<file path="config.mk">
export PLATFORM = sky130hd
export DESIGN_NAME = dphy_timing_gen
export DESIGN_NICKNAME = d
export VERILOG_FILES = /design/src/rtl/dphy_tg_pkg.sv /design/src/rtl/dphy_tg_cdiv.sv /design/src/rtl/dphy_tg_fields.sv /design/src/rtl/dphy_tg_pack.sv /design/src/rtl/dphy_timing_gen.sv
export SDC_FILE = /design/constraint.sdc
export NUM_CORES = 1
export LEC_CHECK = 0
export ABC_AREA = 1
export CAP_MARGIN = 20
export CORE_ASPECT_RATIO = 1.4
export CORE_MARGIN = 2
export CORE_UTILIZATION = 50
export DETAILED_ROUTE_END_ITERATION = 8
export DONT_BUFFER_PORTS = 1
export GPL_ROUTABILITY_DRIVEN = 0
export GPL_TIMING_DRIVEN = 0
export PLACE_DENSITY = 0.77
export SETUP_SLACK_MARGIN = 0.02
export SYNTH_ARGS = -nofsm -noshare
export SYNTH_HDL_FRONTEND = slang
export SYNTH_HIERARCHICAL = 1
export SYNTH_SLANG_ARGS = --single-unit
export TNS_END_PERCENT = 20
</file>
<file path="constraint.sdc">
create_clock -name clk -period 5.9 [get_ports clk]
set_clock_uncertainty 0.05 [all_clocks]
set_input_delay 0.885 -clock clk [delete_from_list [all_inputs] [get_ports clk]]
set_output_delay 0.885 -clock clk [all_outputs]
set_load 0.02 [all_outputs]
</file>
<file path="src/rtl/dphy_tg_pkg.sv">
package dphy_tg_pkg;

   localparam int NUM_FIELDS = 14;
   localparam int NUM_DIV    = 4;
   localparam int NUM_WORDS  = 4;
   localparam int DIVISOR    = 8000;

   // field index order (also the override bus order)
   localparam int F_LPX      = 0;
   localparam int F_HS_PREP  = 1;
   localparam int F_HS_ZERO  = 2;
   localparam int F_HS_TRAIL = 3;
   localparam int F_TA_GO    = 4;
   localparam int F_TA_SURE  = 5;
   localparam int F_TA_GET   = 6;
   localparam int F_HS_EXIT  = 7;
   localparam int F_HS_SYNC  = 8;
   localparam int F_CK_ZERO  = 9;
   localparam int F_CK_TRAIL = 10;
   localparam int F_CK_PREP  = 11;
   localparam int F_CK_POST  = 12;
   localparam int F_CK_EXIT  = 13;

   typedef logic [7:0] fld_t;
   typedef fld_t [NUM_FIELDS-1:0] fld_vec_t;
   typedef logic [NUM_WORDS-1:0][31:0] word_vec_t;

   typedef enum logic [1:0] {
      ST_IDLE = 2'd0,
      ST_DIV  = 2'd1,
      ST_PACK = 2'd2
   } seq_state_e;

   // divider d computes floor((div_mult(d)*R + div_add(d)) / DIVISOR)
   function automatic int div_mult(input int d);
      case (d)
         0:       return 60;
         1:       return 80;
         2:       return 170;
         default: return 70;
      endcase
   endfunction

   function automatic int div_add(input int d);
      case (d)
         1:       return 4000;
         2:       return 10000;
         default: return 0;
      endcase
   endfunction

   // which output word a field lands in; the lane layout is fixed by the PHY
   function automatic int fld_word(input int f);
      if (f <= F_HS_TRAIL)      return 0;
      else if (f <= F_HS_EXIT)  return 1;
      else if (f <= F_CK_TRAIL) return 2;
      else                      return 3;
   endfunction

   function automatic int fld_lane(input int f);
      case (fld_word(f))
         0:       return f;
         1:       return f - F_TA_GO;
         2:       return f - F_HS_SYNC + 1;
         default: return f - F_CK_PREP;
      endcase
   endfunction

endpackage

</file>
<file path="src/rtl/dphy_tg_cdiv.sv">
module dphy_tg_cdiv #(
   parameter int NUM_W   = 20,
   parameter int QW      = 7,
   parameter int DIVISOR = 8000
) (
   input  logic                  clk,
   input  logic                  rst_n,
   input  logic                  load,
   input  logic [NUM_W-1:0]      numer,
   input  logic                  step_en,
   input  logic [$clog2(QW)-1:0] bit_idx,
   output logic [QW-1:0]         quot
);
   localparam int EXT_W = NUM_W + QW;
   localparam int IDX_W = $clog2(QW);

   logic [EXT_W-1:0] rem_q;
   logic [EXT_W-1:0] shifted;
   logic [QW-1:0]    quot_q;
   logic             take;

   if (DIVISOR < 2) begin : g_bad_div
      $error("dphy_tg_cdiv: divisor must be at least 2");
   end

   assign shifted = EXT_W'(DIVISOR) << bit_idx;
   assign take    = (rem_q >= shifted);

   always_ff @(posedge clk) begin
      if (!rst_n) begin
         rem_q  <= '0;
         quot_q <= '0;
      end else if (load) begin
         rem_q  <= EXT_W'(numer);
         quot_q <= '0;
      end else if (step_en && take) begin
         rem_q           <= rem_q - shifted;
         quot_q[bit_idx] <= 1'b1;
      end
   end

   assign quot = quot_q;

   // once the last quotient bit is resolved the remainder is below the divisor
   a_r3_rem_below_divisor: assert property (@(posedge clk) disable iff (!rst_n)
      $past(step_en && (bit_idx == IDX_W'(0))) |-> (rem_q < EXT_W'(DIVISOR)));

endmodule

</file>
<file path="src/rtl/dphy_tg_fields.sv">
module dphy_tg_fields
   import dphy_tg_pkg::*;
#(
   parameter int QW     = 7,
   parameter bit OVR_EN = 1'b1
) (
   input  logic [QW-1:0]         quot [NUM_DIV],
   input  logic [NUM_FIELDS-1:0] ovr_mask,
   input  fld_vec_t              ovr_val,
   output fld_vec_t              fld
);
   fld_t     q_lpx, q_prep, q_zero, q_clk;
   fld_t     lpx;
   fld_vec_t calc;

   assign q_lpx  = fld_t'(quot[0]);
   assign q_prep = fld_t'(quot[1]);
   assign q_zero = fld_t'(quot[2]);
   assign q_clk  = fld_t'(quot[3]);
   assign lpx    = q_lpx + 8'd1;

   always_comb begin
      calc             = '0;
      calc[F_LPX]      = lpx;
      calc[F_HS_PREP]  = q_prep;
      calc[F_HS_ZERO]  = q_zero + 8'd1 - q_prep;
      calc[F_HS_TRAIL] = q_prep + 8'd1;
      calc[F_TA_GO]    = (lpx << 2) - 8'd2;
      calc[F_TA_SURE]  = lpx + 8'd2;
      calc[F_TA_GET]   = lpx << 2;
      calc[F_HS_EXIT]  = (lpx << 1) + 8'd1;
      calc[F_HS_SYNC]  = 8'd1;
      calc[F_CK_ZERO]  = q_clk << 2;
      calc[F_CK_TRAIL] = q_clk;
      calc[F_CK_PREP]  = q_clk;
      calc[F_CK_POST]  = q_clk + 8'd8;
      calc[F_CK_EXIT]  = q_clk << 1;
   end

   if (OVR_EN) begin : g_ovr
      for (genvar i = 0; i < NUM_FIELDS; i++) begin : g_fld
         assign fld[i] = ovr_mask[i] ? ovr_val[i] : calc[i];
      end
   end else begin : g_no_ovr
      logic unused_ovr;
      assign unused_ovr = ^{ovr_mask, ovr_val};
      assign fld        = calc;
   end

endmodule

</file>
<file path="src/rtl/dphy_tg_pack.sv">
module dphy_tg_pack
   import dphy_tg_pkg::*;
(
   input  fld_vec_t  fld,
   output word_vec_t words
);
   always_comb begin
      words = '0;
      for (int f = 0; f < NUM_FIELDS; f++) begin
         words[fld_word(f)][fld_lane(f)*8 +: 8] = fld[f];
      end
   end
endmodule

</file>
<file path="src/rtl/dphy_timing_gen.sv">
module dphy_timing_gen
   import dphy_tg_pkg::*;
#(
   parameter int RATE_W = 12,
   parameter bit OVR_EN = 1'b1
) (
   input  logic                    clk,
   input  logic                    rst_n,
   input  logic                    start,
   input  logic [RATE_W-1:0]       rate_mhz,
   input  logic [NUM_FIELDS-1:0]   ovr_mask,
   input  logic [NUM_FIELDS*8-1:0] ovr_value,
   output logic                    busy,
   output logic                    done,
   output logic [31:0]             word0,
   output logic [31:0]             word1,
   output logic [31:0]             word2,
   output logic [31:0]             word3
);
   localparam int NUM_W = RATE_W + 8;
   localparam int QMAX  = (170 * (2**RATE_W - 1) + 10000) / DIVISOR;
   localparam int QW    = $clog2(QMAX + 1);
   localparam int IDX_W = $clog2(QW);

   if (RATE_W < 7 || RATE_W > 16) begin : g_bad_rate_w
      $error("dphy_timing_gen: RATE_W must lie in 7..16");
   end

   seq_state_e                state_q;
   logic [IDX_W-1:0]          bit_idx_q;
   logic [NUM_FIELDS-1:0]     mask_q;
   fld_vec_t                  val_q;
   word_vec_t                 words_q;
   logic                      done_q;
   logic                      accept;
   logic                      step_en;
   logic [QW-1:0]             quot [NUM_DIV];
   fld_vec_t                  fld;
   word_vec_t                 packed_w;

   assign accept  = (state_q == ST_IDLE) && start;
   assign step_en = (state_q == ST_DIV);

   for (genvar d = 0; d < NUM_DIV; d++) begin : g_div
      logic [NUM_W-1:0] numer;
      assign numer = NUM_W'(div_mult(d)) * NUM_W'(rate_mhz) + NUM_W'(div_add(d));

      dphy_tg_cdiv #(
         .NUM_W  (NUM_W),
         .QW     (QW),
         .DIVISOR(DIVISOR)
      ) u_div (
         .clk    (clk),
         .rst_n  (rst_n),
         .load   (accept),
         .numer  (numer),
         .step_en(step_en),
         .bit_idx(bit_idx_q),
         .quot   (quot[d])
      );
   end

   dphy_tg_fields #(
      .QW    (QW),
      .OVR_EN(OVR_EN)
   ) u_fields (
      .quot    (quot),
      .ovr_mask(mask_q),
      .ovr_val (val_q),
      .fld     (fld)
   );

   dphy_tg_pack u_pack (
      .fld  (fld),
      .words(packed_w)
   );

   always_ff @(posedge clk) begin
      if (!rst_n) begin
         state_q   <= ST_IDLE;
         bit_idx_q <= '0;
         mask_q    <= '0;
         val_q     <= '0;
         words_q   <= '0;
         done_q    <= 1'b0;
      end else begin
         done_q <= 1'b0;
         case (state_q)
            ST_IDLE: begin
               if (start) begin
                  mask_q    <= ovr_mask;
                  val_q     <= ovr_value;
                  bit_idx_q <= IDX_W'(QW - 1);
                  state_q   <= ST_DIV;
               end
            end
            ST_DIV: begin
               if (bit_idx_q == IDX_W'(0)) begin
                  state_q <= ST_PACK;
               end else begin
                  bit_idx_q <= bit_idx_q - IDX_W'(1);
               end
            end
            ST_PACK: begin
               words_q <= packed_w;
               done_q  <= 1'b1;
               state_q <= ST_IDLE;
            end
            default: state_q <= ST_IDLE;
         endcase
      end
   end

   assign busy  = (state_q != ST_IDLE);
   assign done  = done_q;
   assign word0 = words_q[0];
   assign word1 = words_q[1];
   assign word2 = words_q[2];
   assign word3 = words_q[3];

   // completion is a single-cycle pulse
   a_r8_done_single: assert property (@(posedge clk) disable iff (!rst_n)
      done |=> !done);

   // the block is idle while reporting completion
   a_r8_done_not_busy: assert property (@(posedge clk) disable iff (!rst_n)
      done |-> !busy);

   // a running computation walks its bit index down without restarting
   a_r9_step_down: assert property (@(posedge clk) disable iff (!rst_n)
      (state_q == ST_DIV && bit_idx_q != IDX_W'(0)) |=>
         (state_q == ST_DIV && bit_idx_q == $past(bit_idx_q) - IDX_W'(1)));

   // the words only move together with the completion pulse
   a_r10_words_hold: assert property (@(posedge clk) disable iff (!rst_n)
      !done |-> $stable({word0, word1, word2, word3}));

   // turnaround get is four LPX periods when neither field is replaced
   a_r4_ta_get_vs_lpx: assert property (@(posedge clk) disable iff (!rst_n)
      (done && !mask_q[F_TA_GET] && !mask_q[F_LPX]) |->
         (word1[23:16] == {word0[5:0], 2'b00}));

endmodule

</file>
Word-level counts from Yosys, hierarchy flattened
Index checks and enable logic that the tools add are counted.
{"block": "classes", "n_addsub": 15, "n_reduce_logical": 18, "bitwise_logic": 5, "magnitude_cmp": 6, "shifts": 1, "mul": 4, "eq_ne": 5, "mux": 31}
{"operator": "8-bit 2-to-1 mux", "count": 14}
{"operator": "27-bit >= comparator", "count": 4}
{"operator": "27-bit subtractor", "count": 4}
{"operator": "20-bit 2-to-1 mux", "count": 4}
{"operator": "19-bit 2-to-1 mux", "count": 2}
{"operator": "18-bit 2-to-1 mux", "count": 2}
{"operator": "7-bit OR", "count": 4}
{"operator": "13-bit by 3-bit left shift with 27-bit output (first input constant)", "count": 1}
{"operator": "7-bit by 1-bit adder with 8-bit output (second input constant)", "count": 3}
{"operator": "19-bit by 12-bit adder with 20-bit output (second input constant)", "count": 1}
{"operator": "20-bit by 14-bit adder with 20-bit output (second input constant)", "count": 1}
{"operator": "7-bit by 12-bit multiplier with 19-bit output (first input constant)", "count": 1}
{"operator": "6-bit by 12-bit multiplier with 18-bit output (first input constant)", "count": 1}
{"operator": "4-bit by 12-bit multiplier with 16-bit output (first input constant)", "count": 1}
{"operator": "3-bit by 12-bit multiplier with 15-bit output (first input constant)", "count": 1}
{"operator": "2-bit nonzero test", "count": 6}
{"operator": "7-bit by 4-bit adder with 8-bit output (second input constant)", "count": 1}
{"operator": "8-bit by 1-bit adder with 8-bit output (second input constant)", "count": 1}
{"operator": "8-bit by 2-bit adder with 8-bit output (second input constant)", "count": 1}
{"operator": "8-bit by 2-bit subtractor with 8-bit output (second input constant)", "count": 1}
{"operator": "8-bit by 7-bit subtractor with 8-bit output", "count": 1}
{"operator": "1-bit logical AND", "count": 6}
{"operator": "3-bit 2-to-1 mux", "count": 2}
{"operator": "2-bit != test (second input constant)", "count": 3}
{"operator": "16 further kinds", "count": 19}
{"block": "totals", "regBits": 380, "output_inout_bits": 130}

Logic depth before layout (Yosys ltp)
{"block": "logic_depth", "depth_word": 5, "ltp_mapped": 30, "depth_no_buf": 30}

Cells and area by module
Netlist, hierarchy kept.
{"mod": "dphy_timing_gen", "n_inst": 1, "area_per_inst_um2": 14022.2, "cells_each": 1892}
{"mod": "dphy_tg_cdiv", "n_inst": 4, "area_per_inst_um2": 2451.1, "cells_each": 420}
{"mod": "dphy_tg_fields", "n_inst": 1, "area_per_inst_um2": 1961.9, "cells_each": 408}
{"mod": "dphy_tg_pack", "n_inst": 1, "area_per_inst_um2": 964.7, "cells_each": 129}

Worst setup path before layout
Ideal clock, no wire load.
{"block": "synth_timing", "path_type": "input port to flip-flop", "start": "input rate_mhz[1]", "end": "register g_div[2].u_div.rem_q[16]", "n_path_buf": 0, "t_arrival_ns": 4.374, "setup_slack_ns": 1.405, "path_stages": 22, "setup_time_ns": 0.070, "cell_sequence": "ha_1 -> inv_1 -> fa_1 -> inv_1 -> ha_1 -> inv_1 -> fa_1 -> inv_1 -> ha_1 -> nand2_1 -> nand2_1 -> nor2_2 -> nand2_2 -> a21oi_4 -> xor2_2 -> nand2_2 -> nand2_2 -> xor2_2 -> nand2_1 -> nand2_1 -> nand2_1 -> a21oi_1"}
{"block": "synth_via", "elab_chain_cells": 3}
{"item": "start, declared", "line_no": "dphy_timing_gen.sv:10", "text": "input logic [RATE_W-1:0] rate_mhz,"}
{"item": "7-bit by 12-bit multiplier with 19-bit output", "line_no": "dphy_timing_gen.sv:46", "text": "assign numer = NUM_W'(div_mult(d)) * NUM_W'(rate_mhz) + NUM_W'(div_add(d));"}
{"item": "20-bit by 14-bit adder with 20-bit output", "line_no": "dphy_timing_gen.sv:46"}
{"item": "via g_div[2].numer[16]", "line_no": "dphy_timing_gen.sv:45", "text": "logic [NUM_W-1:0] numer;"}
{"item": "20-bit 2-to-1 mux", "line_no": "dphy_tg_cdiv.sv:33", "text": "end else if (load) begin"}
{"item": "end signal, assigned", "line_no": "dphy_tg_cdiv.sv:34", "text": "rem_q <= EXT_W'(numer);"}
{"item": "end signal, assigned", "line_no": "dphy_tg_cdiv.sv:37", "text": "rem_q <= rem_q - shifted;"}
{"item": "end, declared", "line_no": "dphy_tg_cdiv.sv:17", "text": "logic [EXT_W-1:0] rem_q;"}
The timed path passes the listed nets, and every way through them passes these cells.
A chain may end at the register's enable or synchronous reset.

Worst setup path after layout
{"block": "layout_timing", "start": "input rate_mhz[1]", "end": "register g_div[2].u_div.rem_q[19]"}
Same word-level chain as after synthesis.

==> flow_summary.ini <==
[power_and_ir_drop]
ir_drop_v = 0.000237
powerDensity_nw_per_um2 = 365
leakage_nw = 14.2

[route]
wl_per_cell_microns = 14.9
ant_nets = 0
vias = 25200
drt_pass1_iterations = 7
via_per_inst = 5.12
drt_iter0_drc = 1441
drcViolationCount = 0
wl_microns = 73400

[timing]
maxSlewViolCount = 0
clock.fmax_mhz = 232
fin_setup_tns_ns = 0
setup_viol = 0
maxSlewHeadroom = 0.380
worst_pin_slew_ns = 0.930
period_minus_slack_ns = 4.32
rsz0062_at_grt = no
hold_viol = 0
fin_crit_sh = 0.732

[logic_synthesis]
synthesis.area_sq_um = 26700
synth.avg_cell_area_sq_um = 6.51
synthCells = 4108
ys_warn_count = 6

[cells_and_area]
layout-drive-gt1-share = 0.0890
finalNetCount = 4538
area.growth.synth_to_final_pct = 8.79
fin_util = 0.549

[place]
place_hpwl_microns = 59100
port_buffers = 0

[setup_path]
r2r-start = bit_idx_q[2]
ff2ff_path_depth = 15
worst-path-max-fanout = 9
start_kind = input port
crit_start = rate_mhz[1]
critPathArrivalTime_ns = 4.68
critical_path.endpoint = g_div[2].u_div/rem_q[19]
r2r_setup_slack_ns = 2.73
worstReg2RegEnd = g_div[1].u_div/rem_q[10]
endpoint_kind = register
crit_type = in -> reg
cp_data_required_time_ns = 6.26

[grt]
grt_max_degree = 16
grt_pass1_vias = 24000
antenna_found_initial = 12
grt_pass1_wl_microns = 117000
gr-total-overflow = 0
grt_usage = 0.260

[cts]
post_cts_buffers = 0
cts_max_level = 2
post_cts_resized = 0
tritoncts = done
cts_buffer_depth = 3
numCtsBuffers = 37
path_clk_slew_ns = 0.06
postCtsHoldBufs = 0
cts_sinks = 372
clk_latency_ns = 0.55
root_buffer = clkbuf_16

[min_path]
hold-path-cell-count = 2
hold_path.class = in -> reg

[die]
die_area_sq_um = 55400
num_rows = 100
pin_count = 271
start_util = 0.504
fp.dieH_microns = 278
fp.coreArea_sq_um = 53100
die_w_microns = 199

[run_status]
outcome = complete, no violations

[flow_run]
cap_violations = 0
[cell type report]
| cell class | count | area [sq um] |
|---|---|---|
| plain buffers | 274 | 1630 |
| inverters | 482 | 1810 |
| multi-input cells | 2997 | 15900 |
| fillers | 5171 | 24000 |
| well taps | 714 | 893 |
| flip-flops and latches | 372 | 7450 |
| clock inverters | 17 | 293 |
| clock buffers | 48 | 1040 |
| diodes | 13 | 32.5 |
| repair buffers | 1 | 27.5 |
[placed cells by master (no fill, tap or decap), types with 7 or more instances in the layout]
cell / n
a21oi_1: 155
a31oi_1: 9
buf_1: 7
buf_2: 19
buf_4: 128
buf_6: 13
bufinv_16: 7
clkbuf_1: 112
clkbuf_16: 38
conb_1: 19
dfxtp_1: 372
diode_2: 13
fa_1: 47
ha_1: 185
inv_1: 468
inv_2: 13
nand2_1: 988
nand2_2: 43
nand2_4: 15
nand3_1: 221
nand3_2: 15
nand3b_1: 28
nand4_1: 29
nor2_1: 667
nor2_2: 15
nor2_4: 14
nor3_1: 28
o21ai_0: 388
o21ai_2: 24
xnor2_1: 37
xor2_1: 34
[worst max-delay path, stage by stage]
cell	delay, ns
ha_1	0.29
inv_1	0.06
fa_1	0.56
inv_1	0.06
ha_1	0.38
inv_1	0.11
fa_1	0.52
inv_1	0.04
ha_1	0.34
nand2_1	0.11
nor2_1	0.11
nand2_1	0.08
nand2_2	0.15
nand2_1	0.10
nand3_1	0.10
nand2_1	0.06
nand2_1	0.10
nand2_1	0.08
nor2_2	0.10
nand3_1	0.07
nand2_1	0.06
nand2_1	0.05
nand2_1	0.09
nand2_1	0.06
nor2_1	0.08
nor2_1	0.04
[flip-flops by register name (all words and copies together) (netlist names), 3 cells and up]
register,count
bit_idx_q,3
g_div.u_div/quot,28
g_div.u_div/rem_q,84
mask_q,14
val_q,112
word0,32
word1,32
word2,32
word3,32
[power breakdown]
| part | switching, mW | internal [mW] | total, mW |
|---|---|---|---|
| combinational | 3.14 | 1.81 | 4.95 |
| sequential | 0.266 | 2.79 | 3.05 |
| clock | 1.05 | 1.56 | 2.62 |
[worst min path at each step]
stage          slack [ns]                  endpoint                     start
3_3_place_gp         0.38  g_div[2].u_div/rem_q[26]  g_div[2].u_div/rem_q[26]
6_report             0.40  g_div[2].u_div/rem_q[12]                     rst_n
5_1_grt              0.41  g_div[0].u_div/rem_q[12]                     rst_n
3_5_place_dp         0.39  g_div[1].u_div/rem_q[26]  g_div[1].u_div/rem_q[26]
2_1_floorplan        0.37  g_div[0].u_div/rem_q[26]  g_div[0].u_div/rem_q[26]
4_1_cts              0.39  g_div[1].u_div/rem_q[12]                     rst_n
[metrics by stage]
step / instance area, sq um / power [mW] / worst slack (ns) / hold slack (ns) / std cells
floorplan: 26800 / 6.98 / 1.41 / 0.374 / 4125
global placement: 27700 / 7.91 / 1.12 / 0.384 / 4839
detailed placement: 27700 / 7.99 / 1.07 / 0.394 / 4840
CTS: 29100 / 10.6 / 1.61 / 0.388 / 4905
global route: 29100 / 11.5 / 1.27 / 0.408 / 4915
finish: 29100 / 10.6 / 1.58 / 0.396 / 4918
[layer usage]
layer,part of all wire,global-route usage,vias up
met4,0.054,0.133,4
met5,0.00046,0,-
met1,0.37,0.271,11300
met3,0.071,0.0520,218
met2,0.50,0.484,705
li1,-,-,13000
Power figures use the tool's default switching activity.
